$ cat src/rtl/spf_pkg.sv
package spf_pkg;

    // Occupancy of the read-side holding register
    typedef enum logic [1:0] {
        HOLD_EMPTY = 2'd0,   // nothing held, no read outstanding
        HOLD_PEND  = 2'd1,   // SRAM read issued, data lands next edge
        HOLD_FULL  = 2'd2    // word held and presented to the bus
    } hold_st_e;

    // A boundary is usable only if both regions keep at least one word
    function automatic logic part_is_legal(input logic [15:0] v, input int unsigned aw);
        logic [15:0] top;
        top = 16'((32'd1 << aw) - 32'd1);
        return (v != 16'd0) && (v != top);
    endfunction

endpackage

$ cat src/rtl/spf_part_reg.sv
module spf_part_reg #(
    parameter int unsigned AW = 8
) (
    input  logic          clk,
    input  logic          rst_n,
    input  logic          cfg_we,
    input  logic [AW-1:0] cfg_part,
    output logic [AW-1:0] part,
    output logic          clr
);
    localparam logic [AW-1:0] PART_RST = AW'(1) << (AW - 1);

    typedef struct packed {
        logic [AW-1:0] part;
    } part_t;

    part_t part_d, part_q;
    logic  accept;

    always_comb begin
        accept = cfg_we && spf_pkg::part_is_legal(16'(cfg_part), AW);
        part_d = part_q;
        if (accept) begin
            part_d.part = cfg_part;
        end
    end

    always_ff @(posedge clk or negedge rst_n) begin
        if (!rst_n) begin
            part_q.part <= PART_RST;
        end else begin
            part_q <= part_d;
        end
    end

    assign part = part_q.part;
    assign clr  = accept;
endmodule

$ cat src/rtl/spf_ring.sv
module spf_ring #(
    parameter int unsigned AW = 8,
    localparam int unsigned CW = AW + 1
) (
    input  logic          clk,
    input  logic          rst_n,
    input  logic          clr,
    input  logic [CW-1:0] size,
    input  logic          push,
    input  logic          pop,
    output logic          push_ok,
    output logic          pop_ok,
    output logic [AW-1:0] wp,
    output logic [AW-1:0] rp,
    output logic [CW-1:0] cnt
);
    typedef struct packed {
        logic [AW-1:0] wp;
        logic [AW-1:0] rp;
        logic [CW-1:0] cnt;
    } ring_t;

    ring_t ring_d, ring_q;
    logic  at_cap;
    logic  is_void;

    // Advance a pointer, wrapping at the region size rather than a power of two
    function automatic logic [AW-1:0] step(input logic [AW-1:0] p, input logic [CW-1:0] sz);
        logic [CW-1:0] n;
        n = {1'b0, p} + CW'(1);
        return (n >= sz) ? '0 : n[AW-1:0];
    endfunction

    always_comb begin
        at_cap  = (ring_q.cnt >= size);
        is_void = (ring_q.cnt == '0);
        pop_ok  = pop && !is_void;
        push_ok = push && (!at_cap || pop_ok);

        ring_d = ring_q;
        if (clr) begin
            ring_d = '0;
        end else begin
            if (push_ok) begin
                ring_d.wp = step(ring_q.wp, size);
            end
            if (pop_ok) begin
                ring_d.rp = step(ring_q.rp, size);
            end
            ring_d.cnt = ring_q.cnt + CW'(push_ok) - CW'(pop_ok);
        end
    end

    always_ff @(posedge clk or negedge rst_n) begin
        if (!rst_n) begin
            ring_q <= '0;
        end else begin
            ring_q <= ring_d;
        end
    end

    assign wp  = ring_q.wp;
    assign rp  = ring_q.rp;
    assign cnt = ring_q.cnt;
endmodule

$ cat src/rtl/spf_hold.sv
module spf_hold #(
    parameter int unsigned DW = 32
) (
    input  logic          clk,
    input  logic          rst_n,
    input  logic          clr,
    input  logic          src_avail,
    input  logic          pop,
    input  logic [DW-1:0] sram_rdata,
    output logic          issue,
    output logic          valid,
    output logic          occupied,
    output logic [DW-1:0] data
);
    import spf_pkg::*;

    typedef struct packed {
        hold_st_e      st;
        logic [DW-1:0] data;
    } hold_t;

    hold_t hold_d, hold_q;
    logic  take;

    always_comb begin
        take  = pop && (hold_q.st == HOLD_FULL);
        // Refill when the slot is free now or is being vacated this cycle
        issue = !clr && src_avail &&
                ((hold_q.st == HOLD_EMPTY) || take);

        hold_d = hold_q;
        if (clr) begin
            hold_d.st = HOLD_EMPTY;
        end else begin
            case (hold_q.st)
                HOLD_EMPTY: hold_d.st = issue ? HOLD_PEND : HOLD_EMPTY;
                HOLD_PEND: begin
                    hold_d.st   = HOLD_FULL;
                    hold_d.data = sram_rdata;
                end
                HOLD_FULL: begin
                    if (take) begin
                        hold_d.st = issue ? HOLD_PEND : HOLD_EMPTY;
                    end
                end
                default: hold_d.st = HOLD_EMPTY;
            endcase
        end
    end

    always_ff @(posedge clk or negedge rst_n) begin
        if (!rst_n) begin
            hold_q.st   <= HOLD_EMPTY;
            hold_q.data <= '0;
        end else begin
            hold_q <= hold_d;
        end
    end

    assign valid    = (hold_q.st == HOLD_FULL);
    assign occupied = (hold_q.st != HOLD_EMPTY);
    assign data     = hold_q.data;
endmodule

$ cat src/rtl/split_sram_fifo.sv
module split_sram_fifo #(
    parameter int unsigned AW = 8,
    parameter int unsigned DW = 32
) (
    input  logic          clk,
    input  logic          rst_n,
    input  logic          cfg_we,
    input  logic [AW-1:0] cfg_part,
    input  logic          fl_rd_push,
    output logic          rd_sram_we,
    output logic [AW-1:0] rd_sram_waddr,
    output logic          rd_sram_re,
    output logic [AW-1:0] rd_sram_raddr,
    input  logic [DW-1:0] sram_rdata,
    input  logic          bus_rd_pop,
    output logic          bus_rvalid,
    output logic [DW-1:0] bus_rdata,
    output logic          rd_full,
    output logic [AW-1:0] rd_fill,
    input  logic          bus_wr_push,
    output logic          wr_sram_we,
    output logic [AW-1:0] wr_sram_waddr,
    input  logic          fl_wr_pop,
    output logic          wr_sram_re,
    output logic [AW-1:0] wr_sram_raddr,
    output logic          wr_full,
    output logic          wr_empty,
    output logic [AW-1:0] wr_fill
);
    localparam int unsigned CW = AW + 1;
    localparam logic [CW-1:0] DEPTH_C = CW'(1) << AW;

    logic [AW-1:0] part;
    logic          clr;
    logic [CW-1:0] rd_size, wr_size;
    logic [CW-1:0] rd_cnt, wr_cnt, rd_total;
    logic [AW-1:0] rd_wp, rd_rp, wr_wp, wr_rp;
    logic          rd_push_in, hold_issue, hold_occ;

    spf_part_reg #(.AW(AW)) u_part (
        .clk      (clk),
        .rst_n    (rst_n),
        .cfg_we   (cfg_we),
        .cfg_part (cfg_part),
        .part     (part),
        .clr      (clr)
    );

    always_comb begin
        rd_size    = {1'b0, part};
        wr_size    = DEPTH_C - {1'b0, part};
        rd_total   = rd_cnt + CW'(hold_occ);
        rd_full    = (rd_total == rd_size + CW'(1));
        rd_push_in = fl_rd_push && !rd_full && !clr;
    end

    // Low region: flash pushes, prefetch pops into the holding register
    spf_ring #(.AW(AW)) u_rd_ring (
        .clk     (clk),
        .rst_n   (rst_n),
        .clr     (clr),
        .size    (rd_size),
        .push    (rd_push_in),
        .pop     (hold_issue),
        .push_ok (rd_sram_we),
        .pop_ok  (rd_sram_re),
        .wp      (rd_wp),
        .rp      (rd_rp),
        .cnt     (rd_cnt)
    );

    spf_hold #(.DW(DW)) u_hold (
        .clk        (clk),
        .rst_n      (rst_n),
        .clr        (clr),
        .src_avail  (rd_cnt != '0),
        .pop        (bus_rd_pop),
        .sram_rdata (sram_rdata),
        .issue      (hold_issue),
        .valid      (bus_rvalid),
        .occupied   (hold_occ),
        .data       (bus_rdata)
    );

    // High region: bus pushes, flash pops
    spf_ring #(.AW(AW)) u_wr_ring (
        .clk     (clk),
        .rst_n   (rst_n),
        .clr     (clr),
        .size    (wr_size),
        .push    (bus_wr_push && !clr),
        .pop     (fl_wr_pop && !clr),
        .push_ok (wr_sram_we),
        .pop_ok  (wr_sram_re),
        .wp      (wr_wp),
        .rp      (wr_rp),
        .cnt     (wr_cnt)
    );

    always_comb begin
        rd_sram_waddr = rd_wp;
        rd_sram_raddr = rd_rp;
        wr_sram_waddr = part + wr_wp;
        wr_sram_raddr = part + wr_rp;
        rd_fill       = rd_total[AW-1:0];
        wr_fill       = wr_cnt[AW-1:0];
        wr_full       = (wr_cnt == wr_size);
        wr_empty      = (wr_cnt == '0);
    end
endmodule

$ cat config.mk
export PLATFORM = sky130hd
export DESIGN_NAME = split_sram_fifo
export DESIGN_NICKNAME = d
export VERILOG_FILES = /design/src/rtl/spf_pkg.sv /design/src/rtl/spf_part_reg.sv /design/src/rtl/spf_ring.sv /design/src/rtl/spf_hold.sv /design/src/rtl/split_sram_fifo.sv
export SDC_FILE = /design/constraint.sdc
export NUM_CORES = 1
export LEC_CHECK = 0
export ABC_AREA = 1
export BUFFER_PORTS_ARGS = -buffer_cell sky130_fd_sc_hd__buf_2
export CAP_MARGIN = 0
export CORE_ASPECT_RATIO = 1.25
export CORE_MARGIN = 2
export CORE_UTILIZATION = 62
export CTS_BUF_LIST = sky130_fd_sc_hd__clkbuf_4 sky130_fd_sc_hd__clkbuf_8 sky130_fd_sc_hd__clkbuf_16
export DETAILED_ROUTE_END_ITERATION = 7
export PLACE_DENSITY = 0.93
export SETUP_SLACK_MARGIN = 0.3
export SLEW_MARGIN = 20
export SYNTH_ARGS = -nofsm -noshare
export SYNTH_HDL_FRONTEND = slang
export SYNTH_SLANG_ARGS = --single-unit
$ cat constraint.sdc
create_clock -name clk -period 6.4 [get_ports clk]
set_clock_uncertainty 0.1 [all_clocks]
set_input_delay 0.96 -clock clk [delete_from_list [all_inputs] [get_ports clk]]
set_output_delay 0.96 -clock clk [all_outputs]
set_load 0.01 [all_outputs]
==> results.py, run 1 <==
metrics = {
    "finish": {
        "diodes": 0,
        "layout.nets": 1205,
        "design_area_um2": 8672,
        "fin_cells": 1233,
        "post-route-util": 0.6912,
        "synthToLayoutAreaGrowth_pct": 10.10,
        "drive_above_1_share": 0.2188,
    },
    "timing": {
        "final_max_slew_viol_count": 0,
        "finalSetupTns_ps": 0,
        "tightest_slew_ps": 958.9,
        "fin_ws_ps": 1506,
        "hold_ws_ps": 383.3,
        "setup_violations": 0,
        "finalCritPeriodShare": 0.7646,
        "hold_viol_final": 0,
        "fmax_ghz": 0.2043,
        "fin_crit_ps": 4894,
        "relSlewSlack": 0.3607,
        "rsz0062_at_grt": "false",
    },
    "critical_path": {
        "crit_top_cell": "nand2_1",
        "worst_path_max_delay_cell": "dfrtp_1",
        "crit_fanout": 10,
        "worst-setup-path-type": "reg2reg",
        "end_kind": "flip-flop",
        "crit_cells": 27,
        "r2r_slack_ps": 1510,
        "r2r_start": "u_part.part[0]",
        "worstSetupStartpointType": "flip-flop",
        "r2r_cells": 27,
        "timing.critical_path.buf_inv": 3,
        "required_ps": 6530,
        "r2r_end": "u_wr_ring.cnt[6]",
        "crit_start": "u_part.part[0]",
        "crit_family": "adder cells",
        "crit_arrival_ps": 5030,
        "crit_path_max_incr_delay_ps": 690,
    },
    "floorplan": {
        "die_w_um": 104.8,
        "ios": 135,
        "dieHeight_um": 130.0,
        "start_util": 0.6277,
        "fp.coreArea_um2": 12550,
        "dieArea_um2": 13630,
        "placementRows": 46,
    },
    "worst_hold_path": {
        "hp-class": "in2async",
    },
    "logic_synthesis": {
        "syn_area_per_cell_um2": 8.137,
        "synth-seq-cells": 92,
        "yosysSeqAreaShare": 0.2925,
        "yosysWarnings": 0,
        "synth.distinct_cells": 53,
        "synth_fp_nets": 1113,
        "syn-instance-count": 968,
        "synth_edf_count": 0,
        "synth-main-ff-cell": "dfrtp_1",
        "synth.cell_area_um2": 7876,
        "async_flop_share": 1.000,
    },
    "clock_tree": {
        "clockBufferDepth": 2,
        "cts_tree": "yes",
        "cts_hold_buf": 0,
        "htree_levels": 3,
        "clk_latency_ps": 350,
        "cts_root_buf": "clkbuf_16",
        "clkTransAtPathRegs_ps": 80,
        "cts_buffers": 9,
        "post_cts_resized": 0,
        "clkSinkCount": 92,
        "post_cts_buffers": 0,
    },
    "global_routing": {
        "grt_pass1_vias": 6698,
        "overflow": 0,
        "grt_antenna_before_repair": 0,
        "grt_start_max_net_pins": 75,
        "track_usage": 0.2850,
        "grt_pass1_wl_um": 31260,
    },
    "routing": {
        "drc": 0,
        "drt-total-wl_um": 19510,
        "wl_per_cell_um": 15.82,
        "vias": 6896,
        "ant_nets": 0,
        "vias_per_cell": 5.593,
        "drtPass1Iterations": 5,
        "drt_iter0_drc": 372,
    },
    "power_and_ir_drop": {
        "power_density_nw_per_um2": 364.1,
        "power_leakage_nw": 4.744,
        "p_total_mw": 3.158,
        "peakVddDrop_mv": 0.2698,
    },
    "status": {
        "status": "finished, final reports clean",
    },
    "placement": {
        "gp_congestion": 0.9192,
        "dpl_cell_area_um2": 8353,
        "placed_cells_incl_taps": 1217,
        "pre_cts_slack_ps": 1352,
        "dp_hpwl_um": 14720,
        "io_buffers": 134,
    },
    "job": {
        "cap_violations": 0,
    },
}
layout make-up:
cell class | count | area (um2)
Inverter | 142 | 538.0
Timing Repair Buffer | 135 | 680.7
Fill cell | 1030 | 3875
Clock buffer | 9 | 225.2
Multi-Input combinational cell | 680 | 4621
Clock inverter | 7 | 93.84
Sequential cell | 92 | 2303
Tap cell | 168 | 210.2
worst max-delay path by stage:
stage / end / slack [ps]
floorplan: u_wr_ring.cnt[6] / 2280
global placement: u_wr_ring.cnt[6] / 1430
detailed placement: u_wr_ring.cnt[6] / 1350
CTS: u_wr_ring.cnt[6] / 1570
global route: u_wr_ring.cnt[6] / 1070
finish: u_wr_ring.cnt[6] / 1510
cell families (layout without fill, tap and decap cells):
family / count (synthesis) / after routing / synth area share
adder cells (fa/ha/maj): 98 / 98 / 0.1595
AO/OA/AOI/OAI: 106 / 106 / 0.07355
XOR/XNOR: 49 / 49 / 0.05449
multiplexers: 33 / 33 / 0.04702
flip-flops: 92 / 92 / 0.2925
AND/OR/NAND/NOR: 394 / 394 / 0.2521
buffers and inverters: 196 / 293 / 0.1209
power breakdown:
part	internal [mW]	switching, mW
combinational	0.655	0.975
clock	0.314	0.265
sequential	0.762	0.186
total	1.73	1.43
cell usage in the layout, fill, tap and decap left out, types with 4 or more instances in the layout:
cell type  instances
nand2_2           13
clkbuf_16          9
nand3_4            4
xnor2_1            9
xor2_1            40
nor2_2             8
nand3_1           59
fa_1               4
nor2_1            65
a21o_1             5
nand2_1          171
ha_1              94
nor3_1             8
inv_1            134
buf_2            133
nand4_1           26
nor4_1             6
o21ai_0           51
nand3_2           13
mux2_2            20
inv_2              5
dfrtp_1           91
mux2_1            12
a21oi_1           38
worst register-to-register path, delay by kind of cell (launching register included):
kind,cells,cell delay (ps)
compound gates,6,770
xor+xnor,1,330
fa+ha+maj,5,1530
buf+inv,3,260
flops,1,690
simple gates,12,1090
cell usage after synthesis, drive strengths merged, types with 2 or more instances:
cell type,count,area [um2]
nand2,187,765.7
inv,141,534.3
ha,94,1176
dfrtp,91,2277
nor2,77,347.8
nand3,76,495.5
buf,52,396.6
o21ai,52,264.0
xor2,40,350.3
a21oi,39,198.9
mux2,32,360.4
nand4,29,217.7
nor3,10,60.06
xnor2,9,78.83
nor4,6,37.54
a21o,5,37.54
fa,4,80.08
and2,3,18.77
nand3b,3,22.52
a221oi,2,17.52
clkbuf,2,17.51
o211ai,2,15.01
layer usage:
metal	routed length [um]	vias to the layer above	track usage
li1	-	3329	-
met1	7532	3246	0.3293
met2	10060	252	0.5160
met3	1166	69	0.04146
met4	752	0	0.1467
met5	0	-	0
sequential cells by signal, summed over array words and instances (netlist names):
signal / count
u_rd_ring.rp: 8
u_hold.data: 32
u_part.part: 8
u_rd_ring.wp: 8
u_rd_ring.cnt: 9
u_wr_ring.rp: 8
u_wr_ring.cnt: 9
u_hold.hold_q: 2
u_wr_ring.wp: 8
(Power assumes the default switching activity.)
==> run 2, diff against run 1 <==
ABC_AREA = 0   (was 1)
CORE_UTILIZATION = 57   (was 62)
PLACE_DENSITY = 0.88   (was 0.93)
clock period = 4.6 ns   (was 6.4 ns; I/O delays follow)
==> results.py, run 2 <==
metrics = {
    "critical_path": {
        "crit_fanout": 3,
        "worst-setup-path-type": "reg2reg",
        "crit_arrival_ps": 5140,
        "required_ps": 4770,
        "end_kind": "flip-flop",
        "worstSetupStartpointType": "flip-flop",
    },
    "finish": {
        "largest_reg_flops": 32,
        "diodes": 0,
        "layout.nets": 1030,
        "design_area_um2": 8620,
        "regMostFlops": "u_hold.data",
        "most-common-layout-cells": "buf_2, dfrtp_1, ha_1",
        "synthToLayoutAreaGrowth_pct": 19.56,
        "fin_cells": 1054,
        "final_common_cell": "buf_2",
        "drive_above_1_share": 0.3337,
    },
    "clock_tree": {
        "cts_buffers": 9,
        "cts_tree": "yes",
        "clkSinkCount": 92,
        "clk_latency_ps": 350,
        "htree_levels": 3,
        "cts_root_buf": "clkbuf_16",
        "clkTransAtPathRegs_ps": 70,
        "cts_hold_buf": 0,
        "clockBufferDepth": 2,
    },
    "logic_synthesis": {
        "synth.most_common_cell": "ha_1",
        "yosys-top-cells-area": "dfrtp_1, ha_1, xnor2_1, mux2_2, buf_4",
        "syn_area_per_cell_um2": 9.638,
        "synth.distinct_cells": 67,
        "synth.cell_area_um2": 7209,
        "async_flop_share": 1.000,
        "synth_edf_count": 0,
        "netlist.area_leader.share": 0.3159,
        "synth-seq-cells": 92,
        "synth-main-ff-cell": "dfrtp_1",
        "syn-instance-count": 748,
        "yosysWarnings": 0,
        "synth_fp_nets": 893,
        "yosys.area.top_type": "dfrtp_1",
        "synth_commonest_cells": "ha_1, dfrtp_1, nand2_1",
        "yosysSeqAreaShare": 0.3195,
    },
    "floorplan": {
        "dieArea_um2": 13570,
        "ios": 135,
        "fp.coreArea_um2": 12270,
        "die_w_um": 104.6,
        "dieHeight_um": 129.7,
        "placementRows": 45,
        "start_util": 0.5874,
    },
    "routing": {
        "ant_nets": 0,
        "wl_per_cell_um": 17.74,
        "vias_per_cell": 5.856,
        "drt_iter0_drc": 375,
        "drtPass1Iterations": 5,
        "drc": 0,
        "drt-total-wl_um": 18700,
        "vias": 6172,
    },
    "timing": {
        "tightest_slew_ps": 970.0,
        "relSlewSlack": 0.3533,
        "fmax_ghz": 0.2015,
        "fin_ws_ps": -362.0,
        "rsz0062_at_grt": "true",
        "fin_crit_ps": 4962,
        "setup_violations": 4,
        "final_max_slew_viol_count": 0,
        "hold_viol_final": 0,
        "finalCritPeriodShare": 1.079,
    },
    "status": {
        "violations": "negative setup slack",
        "status": "complete, but fails checks",
    },
    "power_and_ir_drop": {
        "power_density_nw_per_um2": 550.5,
        "p_total_mw": 4.745,
        "peakVddDrop_mv": 0.4341,
        "power_leakage_nw": 4.315,
    },
    "placement": {
        "io_buffers": 134,
        "dp_hpwl_um": 13320,
        "gp_congestion": 0.9095,
        "placed_cells_incl_taps": 1020,
        "dpl_cell_area_um2": 8051,
    },
    "global_routing": {
        "grt_antenna_before_repair": 0,
        "grt_start_max_net_pins": 76,
        "grt_pass1_vias": 6031,
        "grt_pass1_wl_um": 29120,
        "overflow": 0,
        "track_usage": 0.2677,
    },
    "worst_hold_path": {
        "hp-class": "in2async",
    },
    "job": {
        "cap_violations": 0,
    },
}
==> run 2: changes by cell type in the layout (fill, tap and decap cells not counted), moves of 20 or more <==
cell,previous run,this run
xor2_1,40,16
xnor2_1,9,51
nand2_1,171,57
nand4_1,26,6
nand3_1,59,33
inv_1,134,44
nor2_1,65,30
buf_4,2,50
o21ai_0,51,28
==> run 2: critical path: stages (launching register included) <==
cell,delay [ps]
dfrtp_1,380
or4_4,570
nor2_4,130
xnor2_2,80
ha_1,350
nand2_2,120
a21oi_2,40
a2111oi_2,360
a21oi_1,100
o21a_1,180
o32a_1,300
nand2b_4,160
ha_4,260
inv_2,40
ha_4,150
fa_2,340
a21oi_2,140
o21bai_1,100
a21oi_1,160
o21bai_1,100
a21oi_1,130
nor2_1,70
or3_1,380
a21oi_2,150
==> run 2: per-stage QoR <==
step,util,worst slack [ps],setup TNS (ps),hold slack [ps]
floorplan,-,-348.4,-348.4,294.4
global placement,0.6560,-159.7,-159.7,369.7
detailed placement,0.6560,-198.1,-198.1,387.5
CTS,0.6899,-162.9,-162.9,403.3
global route,0.7022,-580.4,-1166,420.7
finish,0.7022,-362.0,-415.1,394.3
==> run 2: logic make-up after synthesis <==
| logic type | after synthesis | share of synthesized area |
|---|---|---|
| AOI/OAI and AO/OA | 147 | 0.1401 |
| xor gates and xnor gates | 76 | 0.09632 |
| adders and majority gates | 100 | 0.1770 |
| buffers and inverters | 108 | 0.07949 |
| DFF | 92 | 0.3195 |
| muxes | 35 | 0.05502 |
| and+or+nand+nor | 190 | 0.1326 |
==> run 2: layer usage <==
layer,track usage,part of all wire
met5,0,0
met4,0.1153,0.035
met3,0.04795,0.060
met2,0.4733,0.52
met1,0.3237,0.39
==> run 2: final cells by class <==
cell class / count / area [um2]
clock buffer: 9 / 225.2
clock inverter: 7 / 91.34
fill: 897 / 3655
inverter: 50 / 187.7
multi-input combinational: 548 / 4553
sequential: 92 / 2305
tap: 164 / 205.2
timing repair buffer: 184 / 1052
==> run 2: repair_timing <==
| item | CTS | global route |
|---|---|---|
| pin swaps | 21 | 24 |
| resized for setup | 6 | 19 |
| buffers inserted | 10 | 8 |
| endpoints found under the setup margin | 5 | 8 |
==> run 2: final timing paths <==
kind / startpoint / endpoint / slack, ps / cells past startpoint
worst max-delay path: u_part.part[3] / u_wr_ring.cnt[8] / -360 / 23
worst min-delay path: rst_n / u_wr_ring.cnt[5] / 390 / 1
worst max register to register: u_part.part[3] / u_wr_ring.cnt[8] / -360 / 23
worst min register to register: u_hold.data[2] / u_hold.data[2] / 400 / 1
max in group asynchronous: rst_n / u_rd_ring.wp[6] / 3170 / 2
min in group clk: u_hold.data[2] / u_hold.data[2] / 400 / 1
==> run 2: power breakdown <==
part / leakage, nW / switching (mW) / total, mW / internal, mW
clock network: 0.152 / 0.357 / 0.793 / 0.436
logic: 2.99 / 1.33 / 2.64 / 1.31
registers: 1.17 / 0.245 / 1.31 / 1.06
total: 4.32 / 1.93 / 4.75 / 2.81
==> run 3, diff against run 2 <==
==> constraint.sdc (replaced) <==
create_clock -name clk -period 4.6 [get_ports clk]
set_clock_uncertainty 0.1 [all_clocks]
set_input_delay 0.23 -clock clk [delete_from_list [all_inputs] [get_ports clk]]
set_output_delay 0.23 -clock clk [all_outputs]
set_load 0.02 [all_outputs]
==> results.py, run 3 (synthesis gave the netlist of run 2 again) <==
metrics = {
    "power_and_ir_drop": {
        "power_density_nw_per_um2": 569.0,
        "power_leakage_nw": 4.336,
        "p_total_mw": 4.934,
        "peakVddDrop_mv": 0.3987,
    },
    "floorplan": {
        "die_w_um": 104.6,
        "dieHeight_um": 129.7,
        "fp.coreArea_um2": 12270,
        "start_util": 0.5874,
        "placementRows": 45,
        "dieArea_um2": 13570,
        "ios": 135,
    },
    "timing": {
        "fin_ws_ps": -205.5,
        "setup_violations": 2,
        "hold_ws_ps": 9.526,
        "final_max_slew_viol_count": 0,
        "finalCritPeriodShare": 1.045,
        "relSlewSlack": 0.5827,
        "fin_crit_ps": 4805,
        "hold_viol_final": 0,
        "rsz0062_at_grt": "true",
        "tightest_slew_ps": 623.0,
        "fmax_ghz": 0.2081,
    },
    "critical_path": {
        "end_kind": "flip-flop",
        "worst_path_max_delay_cell": "or4_4",
        "r2r_end": "u_wr_ring.cnt[8]",
        "crit_family": "compound AO/OA/AOI/OAI gates",
        "cp_cell_sequence": "or4_4, nor2_4, xnor2_2, ha_4, nand2_4, a21oi_2, a2111oi_2, a21oi_1, o21a_1, o32a_1, nand2b_4, ha_4, inv_2, ha_4, fa_2, a21oi_2, o21bai_1, a21oi_1, o21bai_1, a21oi_1, nor2_1, or3_1, a21oi_2",
        "worst-setup-path-type": "reg2reg",
        "r2r_start": "u_part.part[3]",
        "crit_arrival_ps": 4980,
        "timing.critical_path.buf_inv": 1,
        "r2r_cells": 23,
        "crit_fanout": 3,
        "r2r_slack_ps": -210,
        "crit_path_max_incr_delay_ps": 580,
        "worstSetupStartpointType": "flip-flop",
        "required_ps": 4780,
    },
    "finish": {
        "most-common-layout-cells": "buf_2, dfrtp_1, ha_1",
        "final_common_cell": "buf_2",
        "design_area_um2": 8671,
        "regMostFlops": "u_hold.data",
        "post-route-util": 0.7064,
        "drive_above_1_share": 0.3348,
        "synthToLayoutAreaGrowth_pct": 20.27,
        "layout.nets": 1030,
        "largest_reg_flops": 32,
        "diodes": 0,
    },
    "worst_hold_path": {
        "holdPathStages": 2,
        "hold_path_end": "u_hold.data[20]",
        "hp-class": "in2reg",
        "hold_start": "sram_rdata[20]",
    },
    "clock_tree": {
        "cts_root_buf": "clkbuf_16",
        "clkTransAtPathRegs_ps": 70,
        "cts_buffers": 9,
        "clockBufferDepth": 2,
        "clk_latency_ps": 350,
        "htree_levels": 3,
        "cts_tree": "yes",
        "clkSinkCount": 92,
    },
    "global_routing": {
        "grt_start_max_net_pins": 48,
        "overflow": 0,
        "grt_pass1_wl_um": 29150,
        "track_usage": 0.2680,
        "grt_antenna_before_repair": 0,
        "grt_pass1_vias": 6075,
    },
    "placement": {
        "io_buffers": 134,
        "gp_congestion": 0.8705,
        "dp_hpwl_um": 13350,
        "pre_cts_slack_ps": -211.8,
        "dpl_cell_area_um2": 8092,
    },
    "routing": {
        "ant_nets": 0,
        "wl_per_cell_um": 17.81,
        "drc": 0,
        "vias": 6161,
        "drt-total-wl_um": 18780,
        "vias_per_cell": 5.845,
        "drtPass1Iterations": 5,
        "drt_iter0_drc": 393,
    },
    "job": {
        "cap_violations": 0,
    },
    "status": {
        "status": "complete, but fails checks",
        "violations": "negative setup slack",
    },
}
run 3: cell types whose count changed in the layout (fill, tap and decap cells not counted), moves of 2 or more:
cell           before  now
xnor2_1            51   49
dlygate4sd3_1       0    4
inv_6               3    0
buf_4              50   45
clkinv_4            0    2
xnor2_2             7    9
inv_8               1    5
run 3: per-layer routing:
layer / GRT usage / wire length [um]
met2: 0.4856 / 9694
met5: 0 / 0
met3: 0.05145 / 1284
met1: 0.3119 / 7063
met4: 0.1153 / 733
run 3: how the worst max path moves through the flow:
stage          slack [ps]               end  cells after the start           start
4_1_cts              -120  u_wr_ring.cnt[8]                     23  u_part.part[0]
3_5_place_dp         -210  u_wr_ring.cnt[8]                     23  u_part.part[2]
5_1_grt              -330  u_wr_ring.cnt[8]                     23  u_part.part[3]
2_1_floorplan        -350  u_wr_ring.cnt[8]                     25  u_part.part[2]
6_report             -210  u_wr_ring.cnt[8]                     23  u_part.part[3]
3_3_place_gp         -150  u_wr_ring.cnt[8]                     23  u_part.part[2]
run 3: final cells by class:
| cell class | instances | area [um2] |
|---|---|---|
| sequential | 92 | 2305 |
| timing repair buffer | 184 | 1066 |
| multi-input combinational | 548 | 4608 |
| clock inverter | 7 | 73.82 |
| tap | 164 | 205.2 |
| inverter | 50 | 187.7 |
| fill | 906 | 3603 |
| clock buffer | 9 | 225.2 |
run 3: stage by stage:
| step | cells | setup TNS [ps] |
|---|---|---|
| 6_report | 1054 | -270.2 |
| 5_1_grt | 1054 | -645.3 |
| 4_1_cts | 1047 | -124.6 |
| 3_5_place_dp | 1020 | -211.8 |
| 3_3_place_gp | 1020 | -151.6 |
| 2_1_floorplan | 748 | -349.6 |
run 3: worst reg2reg max path, cell delays in order (launching register included):
cell and delay (ps):
dfrtp_1 380, or4_4 580, nor2_4 180, xnor2_2 150, ha_4 240, nand2_4 80, a21oi_2 40, a2111oi_2 320
a21oi_1 90, o21a_1 190, o32a_1 300, nand2b_4 160, ha_4 260, inv_2 30, ha_4 150, fa_2 340
a21oi_2 120, o21bai_1 80, a21oi_1 150, o21bai_1 100, a21oi_1 150, nor2_1 80, or3_1 370, a21oi_2 120
run 3: report_power, final:
group          internal (mW)  switching, mW
sequential              1.06          0.235
clock                  0.388          0.370
combinational           1.30           1.58
total                   2.75           2.18
run 3: repair_timing:
action | 4_1_cts | 5_1_grt
buffers inserted | 9 | 5
hold buffers | 2 | 2
gates resized for setup | 14 | 14
hold endpoints to repair | 46 | 2
pin swaps | 22 | 16
setup endpoints to repair | 5 | 9
